[config.mk]
export PLATFORM = sky130hd
export DESIGN_NAME = bank_pager
export DESIGN_NICKNAME = d
export VERILOG_FILES = /design/src/rtl/bank_pager_pkg.sv /design/src/rtl/bank_ctl_reg.sv /design/src/rtl/bank_win_decode.sv /design/src/rtl/bank_pager.sv
export SDC_FILE = /design/constraint.sdc
export NUM_CORES = 1
export LEC_CHECK = 0
export BUFFER_PORTS_ARGS = -buffer_cell sky130_fd_sc_hd__buf_2
export CORE_ASPECT_RATIO = 0.5
export CORE_MARGIN = 3
export CORE_UTILIZATION = 51
export CTS_BUF_LIST = sky130_fd_sc_hd__clkbuf_8
export CTS_CLUSTER_SIZE = 30
export DETAILED_ROUTE_END_ITERATION = 16
export MAX_ROUTING_LAYER = met4
export PLACE_DENSITY = 0.87
export SYNTH_ARGS = -nofsm -noshare
export SYNTH_HDL_FRONTEND = slang
export SYNTH_HIERARCHICAL = 1
export SYNTH_SLANG_ARGS = --single-unit
[constraint.sdc]
create_clock -name clk -period 3.8 [get_ports clk]
set_input_delay 0.19 -clock clk [delete_from_list [all_inputs] [get_ports clk]]
set_output_delay 0.19 -clock clk [all_outputs]
set_load 0.05 [all_outputs]
[src/rtl/bank_pager_pkg.sv]
package bank_pager_pkg;

  // Default geometry of the paged system
  localparam int ADDR_W     = 16;
  localparam int DATA_W     = 8;
  localparam int RAM_ADDR_W = 15;

  // Requester indices into the decode array
  localparam int NUM_REQ = 2;
  localparam int REQ_CPU = 0;
  localparam int REQ_VID = 1;

  // Registered result of one requester's bank decode
  typedef struct packed {
    logic                  pri_ce;
    logic                  alt_ce;
    logic [RAM_ADDR_W-1:0] ram_addr;
  } bank_sel_t;

endpackage

[src/rtl/bank_ctl_reg.sv]
module bank_ctl_reg #(
  parameter int          ADDR_W   = 16,
  parameter int          DATA_W   = 8,
  parameter int unsigned REG_ADDR = 32'hFE34
) (
  input  logic              clk,
  input  logic              rst,
  input  logic              req,
  input  logic              we,
  input  logic [ADDR_W-1:0] addr,
  input  logic [DATA_W-1:0] wdata,
  output logic [DATA_W-1:0] ctl,
  output logic [DATA_W-1:0] rdata,
  output logic              rvalid,
  output logic              hit
);

  localparam logic [ADDR_W-1:0] REG_A = ADDR_W'(REG_ADDR);

  logic [DATA_W-1:0] ctl_q;
  logic [DATA_W-1:0] rdata_q;
  logic              rvalid_q;
  logic              wr_en;
  logic              rd_en;

  assign hit   = req && (addr == REG_A);
  assign wr_en = hit && we;
  assign rd_en = hit && !we;

  // Control byte: every bit is stored so that unused bits read back intact
  always_ff @(posedge clk) begin
    if (rst) begin
      ctl_q <= '0;
    end else if (wr_en) begin
      ctl_q <= wdata;
    end
  end

  // Registered read path
  always_ff @(posedge clk) begin
    if (rst) begin
      rdata_q  <= '0;
      rvalid_q <= 1'b0;
    end else begin
      rvalid_q <= rd_en;
      if (rd_en) begin
        rdata_q <= ctl_q;
      end
    end
  end

  assign ctl    = ctl_q;
  assign rdata  = rdata_q;
  assign rvalid = rvalid_q;

  AST_RESET_CLEAR: assert property (@(posedge clk) $fell(rst) |-> (ctl_q == '0 && !rvalid_q));
  AST_WRITE_LANDS: assert property (@(posedge clk) disable iff (rst) wr_en |=> (ctl_q == $past(wdata)));
  AST_READ_RETURNS: assert property (@(posedge clk) disable iff (rst) rd_en |=> (rvalid_q && rdata_q == $past(ctl_q)));
  AST_NO_SPURIOUS_VALID: assert property (@(posedge clk) disable iff (rst) !rd_en |=> !rvalid_q);

endmodule

[src/rtl/bank_win_decode.sv]
module bank_win_decode
  import bank_pager_pkg::*;
#(
  parameter int          AW      = 16,
  parameter int unsigned WIN_LO  = 32'h3000,
  parameter int unsigned WIN_HI  = 32'h7FFF,
  parameter int unsigned RAM_TOP = 32'h8000
) (
  input  logic          clk,
  input  logic          rst,
  input  logic          req,
  input  logic [AW-1:0] addr,
  input  logic          use_alt,
  output bank_sel_t     sel
);

  localparam logic [AW-1:0] LO_A  = AW'(WIN_LO);
  localparam logic [AW-1:0] HI_A  = AW'(WIN_HI);
  localparam logic [AW-1:0] TOP_A = AW'(RAM_TOP);

  logic      in_win;
  logic      in_ram;
  logic      pick_alt;
  bank_sel_t sel_d;
  bank_sel_t sel_q;

  assign in_win   = (addr >= LO_A) && (addr <= HI_A);
  assign in_ram   = (addr < TOP_A);
  assign pick_alt = in_win && use_alt;

  always_comb begin
    sel_d          = '0;
    sel_d.pri_ce   = req && in_ram && !pick_alt;
    sel_d.alt_ce   = req && pick_alt;
    sel_d.ram_addr = addr[RAM_ADDR_W-1:0];
  end

  // Registered enables and address, one cycle after the request
  always_ff @(posedge clk) begin
    if (rst) begin
      sel_q <= '0;
    end else begin
      sel_q <= sel_d;
    end
  end

  assign sel = sel_q;

  AST_ONE_BANK: assert property (@(posedge clk) disable iff (rst) $onehot0({sel_q.pri_ce, sel_q.alt_ce}));
  AST_LOW_PRIMARY: assert property (@(posedge clk) disable iff (rst) (req && addr < LO_A) |=> (sel_q.pri_ce && !sel_q.alt_ce));
  AST_HIGH_NONE: assert property (@(posedge clk) disable iff (rst) (req && addr >= TOP_A) |=> (!sel_q.pri_ce && !sel_q.alt_ce));
  AST_IDLE_NONE: assert property (@(posedge clk) disable iff (rst) !req |=> (!sel_q.pri_ce && !sel_q.alt_ce));
  AST_ADDR_FOLLOWS: assert property (@(posedge clk) disable iff (rst) req |=> (sel_q.ram_addr == $past(addr[RAM_ADDR_W-1:0])));

endmodule

[src/rtl/bank_pager.sv]
module bank_pager
  import bank_pager_pkg::*;
#(
  parameter int unsigned WIN_LO      = 32'h3000,
  parameter int unsigned WIN_HI      = 32'h7FFF,
  parameter int unsigned RAM_TOP     = 32'h8000,
  parameter int unsigned REG_ADDR    = 32'hFE34,
  parameter int          CPU_MAP_BIT = 2,
  parameter int          VID_MAP_BIT = 0
) (
  input  logic                  clk,
  input  logic                  rst,
  input  logic                  cpu_req,
  input  logic                  cpu_we,
  input  logic [ADDR_W-1:0]     cpu_addr,
  input  logic [DATA_W-1:0]     cpu_wdata,
  output logic [DATA_W-1:0]     cpu_rdata,
  output logic                  cpu_rvalid,
  output logic                  cpu_pri_ce,
  output logic                  cpu_alt_ce,
  output logic [RAM_ADDR_W-1:0] cpu_ram_addr,
  input  logic                  vid_req,
  input  logic [ADDR_W-1:0]     vid_addr,
  output logic                  vid_pri_ce,
  output logic                  vid_alt_ce,
  output logic [RAM_ADDR_W-1:0] vid_ram_addr
);

  logic [DATA_W-1:0] ctl;
  logic              reg_hit;
  logic              reg_wr;

  logic [NUM_REQ-1:0]             req_v;
  logic [NUM_REQ-1:0][ADDR_W-1:0] addr_v;
  logic [NUM_REQ-1:0]             alt_v;
  bank_sel_t                      sel_v [NUM_REQ];

  bank_ctl_reg #(
    .ADDR_W   (ADDR_W),
    .DATA_W   (DATA_W),
    .REG_ADDR (REG_ADDR)
  ) ctl_i (
    .clk    (clk),
    .rst    (rst),
    .req    (cpu_req),
    .we     (cpu_we),
    .addr   (cpu_addr),
    .wdata  (cpu_wdata),
    .ctl    (ctl),
    .rdata  (cpu_rdata),
    .rvalid (cpu_rvalid),
    .hit    (reg_hit)
  );

  assign reg_wr = reg_hit && cpu_we;

  // Register accesses never reach a RAM bank
  assign req_v[REQ_CPU]  = cpu_req && !reg_hit;
  assign addr_v[REQ_CPU] = cpu_addr;
  assign alt_v[REQ_CPU]  = ctl[CPU_MAP_BIT];
  assign req_v[REQ_VID]  = vid_req;
  assign addr_v[REQ_VID] = vid_addr;
  assign alt_v[REQ_VID]  = ctl[VID_MAP_BIT];

  for (genvar g = 0; g < NUM_REQ; g++) begin : g_path
    bank_win_decode #(
      .AW      (ADDR_W),
      .WIN_LO  (WIN_LO),
      .WIN_HI  (WIN_HI),
      .RAM_TOP (RAM_TOP)
    ) dec_i (
      .clk     (clk),
      .rst     (rst),
      .req     (req_v[g]),
      .addr    (addr_v[g]),
      .use_alt (alt_v[g]),
      .sel     (sel_v[g])
    );
  end

  assign cpu_pri_ce   = sel_v[REQ_CPU].pri_ce;
  assign cpu_alt_ce   = sel_v[REQ_CPU].alt_ce;
  assign cpu_ram_addr = sel_v[REQ_CPU].ram_addr;
  assign vid_pri_ce   = sel_v[REQ_VID].pri_ce;
  assign vid_alt_ce   = sel_v[REQ_VID].alt_ce;
  assign vid_ram_addr = sel_v[REQ_VID].ram_addr;

  AST_VID_BIT_KEPT: assert property (@(posedge clk) disable iff (rst) (reg_wr && cpu_wdata[VID_MAP_BIT] == ctl[VID_MAP_BIT]) |=> $stable(ctl[VID_MAP_BIT]));
  AST_CPU_BIT_KEPT: assert property (@(posedge clk) disable iff (rst) (reg_wr && cpu_wdata[CPU_MAP_BIT] == ctl[CPU_MAP_BIT]) |=> $stable(ctl[CPU_MAP_BIT]));
  AST_REG_NO_RAM: assert property (@(posedge clk) disable iff (rst) reg_hit |=> (!cpu_pri_ce && !cpu_alt_ce));

endmodule

==> results_dict.tcl <==
set metrics [dict create \
    core_sq_mm 0.00322 \
    drc 0 \
    hold_slack_ps 87.7 \
    grt_pass1_vias 1412 \
    yosysUniqueCellTypes 31 \
    postCtsSetupBuffers 0 \
    setup_violations 0 \
    critPathBufInv 1 \
    vdd_drop_max_v 0.000202 \
    die_w_um 91.0 \
    cp.arrival_ps 1940 \
    clock_sink_count 51 \
    synth_fp_nets 209 \
    final_layout_size_suffix_gt1_share_pct 42.3 \
    grt_max_degree 50 \
    cts_buffers 5 \
    wl_per_cell_um 13.7 \
    relSlewSlack_pct 47.3 \
    grt_pass1_wl_um 6530 \
    syn2layout_area_growth_pct 29.0 \
    required_ps 3990 \
    max_stage_delay_ps 560 \
    cp_slowest_cell "nand4bb_1" \
    startpoint_type "primary input" \
    clkLatencyLatePin_ps 300 \
    final_core_util_pct 73.6 \
    syn_area_sq_mm 0.00184 \
    first_pass_iters 4 \
    finalCritPeriodShare_pct 46.1 \
    yosysSeqAreaShare_pct 55.5 \
    drv_slew 0 \
    portBuffers 87 \
    critical-path-top-delay-family "simple AND/OR/NAND/NOR gates" \
    path_cells "buf_2 -> and4bb_1 -> nand4bb_1 -> nor3_1 -> nor2b_4 -> nand2b_4 -> a211oi_2" \
    fp.dieH_um 48.5 \
    cts.reportedPaths.clkPinSlew_ps 90 \
    rows 14 \
    h-tree-depth 2 \
    ant_nets 0 \
    num_vias 1476 \
    fillers 256 \
    ys_warn_count 6 \
    syn_inst 164 \
    root_buffer "clkbuf_8" \
    cts_hold_buf 0 \
    fmax_mhz 571 \
    crit_path_max_fanout 18 \
    maxCapViolations 0 \
    hp-class "primary input to register" \
    dpl.hpwl_um 2840 \
    p_leak_nw 1.11 \
    gp_congestion 0.755 \
    crit_path_end_kind "register" \
    boundaryPins 88 \
    initial_utilization_pct 57.1 \
    vias_per_cell 4.99 \
    crit_type "primary input to register" \
    cts_tree "done" \
    fin_worst_skew_ps 6.68 \
    multiInputGateArea_sq_um 728 \
    drtIter0Drc 18 \
    yosys_register_bits 51 \
    report.final.hold_viol_count 0 \
    grt_overflow 0 \
    diodes 0 \
    status "complete, no violations" \
    min_period_ps 1750 \
    fin_nets 292 \
    tightest_slew_ps 791 \
    powerDensity_mw_per_mm2 461 \
    antenna_found_initial 0 \
    rsz0062_at_grt "false" \
    track_usage_pct 18.9 \
    routed_wl_um 4060 \
    setup_tns_ps 0 \
    seq_area_sq_mm 0.00102 \
    cts_buffer_depth 2 \
    die_area_sq_mm 0.00441 \
    ctsResizeCount 0 \
    synth_area_per_cell_sq_um 11.2 \
]
[flip-flops by register name, indices dropped and copies added (netlist names)]
register / count
g_path.dec_i/sel: 34
ctl_i/rdata: 8
ctl_i/ctl: 8
ctl_i/rvalid: 1
[cell usage in the layout (no fill, tap or decap), types with 5 or more instances in the layout]
cell type,instances
buf_2,87
dfxtp_1,51
nor2b_1,20
a21oi_1,16
o21ai_0,11
and2b_1,10
nand4b_1,9
nand4_1,8
clkbuf_8,6
o21ai_1,5
[path summary, 6_finish.rpt]
| check | from | to | slack, ps | cells after the start |
|---|---|---|---|---|
| setup / recovery | cpu_addr[0] | g_path[0].dec_i/sel[16] | 2050 | 7 |
| hold / removal | vid_addr[15] | g_path[1].dec_i/sel[16] | 90 | 2 |
| setup reg to reg | ctl_i/ctl[2] | g_path[0].dec_i/sel[15] | 2970 | 2 |
| hold reg to reg | ctl_i/rdata[0] | ctl_i/rdata[0] | 480 | 2 |
[layer usage]
metal | share of wire, % | global-route usage, % | up-vias
met5 | 0 | - | -
met4 | 0.84 | 6.50 | 0
met3 | 5.7 | 5.57 | 4
met2 | 50 | 32.3 | 49
met1 | 43 | 21.4 | 683
li1 | - | - | 740
[cells in the mapped netlist (all sizes together)]
library cell	instances	share of area [%]
nand2b	2	1.5
nor2b	21	7.5
and4bb	1	0.68
a21o	2	0.82
and3	1	0.34
nor2	2	0.82
nand4bb	1	0.61
inv	2	0.41
clkbuf	2	0.41
a211oi	2	1.4
a21oi	16	4.4
nand4	9	3.4
and2b	10	4.1
or3	1	0.34
nand4b	10	5.6
buf	9	4.1
o21ai	16	4.4
nor3	2	0.54
and3b	1	0.48
dfxtp	51	55
nor4b	2	2.6
nand2	1	0.20
[power by group]
| part | internal, W | switching [W] |
|---|---|---|
| registers | 0.000552 | 0.00000341 |
| clock network | 0.000217 | 0.000177 |
| logic | 0.0000455 | 0.0000997 |
[logic make-up after synthesis]
kind of cell / share of synthesized area (%)
and+or+nand+nor: 28.7
DFF: 55.5
AOI/OAI and AO/OA: 10.9
buffers and inverters: 4.96
[worst reg2reg max path, cell delays in order (launching register included)]
cell and delay (ps):
dfxtp_1 400, inv_1 90, nor4b_4 260
[final cells by class]
class,count,share of cell area (%)
sequential,51,43.0
multi-input combinational,100,30.7
timing repair buffer,87,18.3
clock buffer,6,3.48
tap,48,2.53
clock inverter,2,1.63
inverter,2,0.316
[stage by stage]
step           instance area [sq um]  worst slack, ps  power [W]  instances
6_report                        2370             2050    0.00109        296
5_1_grt                         2370             1930    0.00114        296
4_1_cts                         2370             2090    0.00110        296
3_5_place_dp                    2250             1790   0.000713        288
3_3_place_gp                    2250             1820   0.000711        288
2_1_floorplan                   1840             2370   0.000664        164
(Power assumes the default switching activity.)
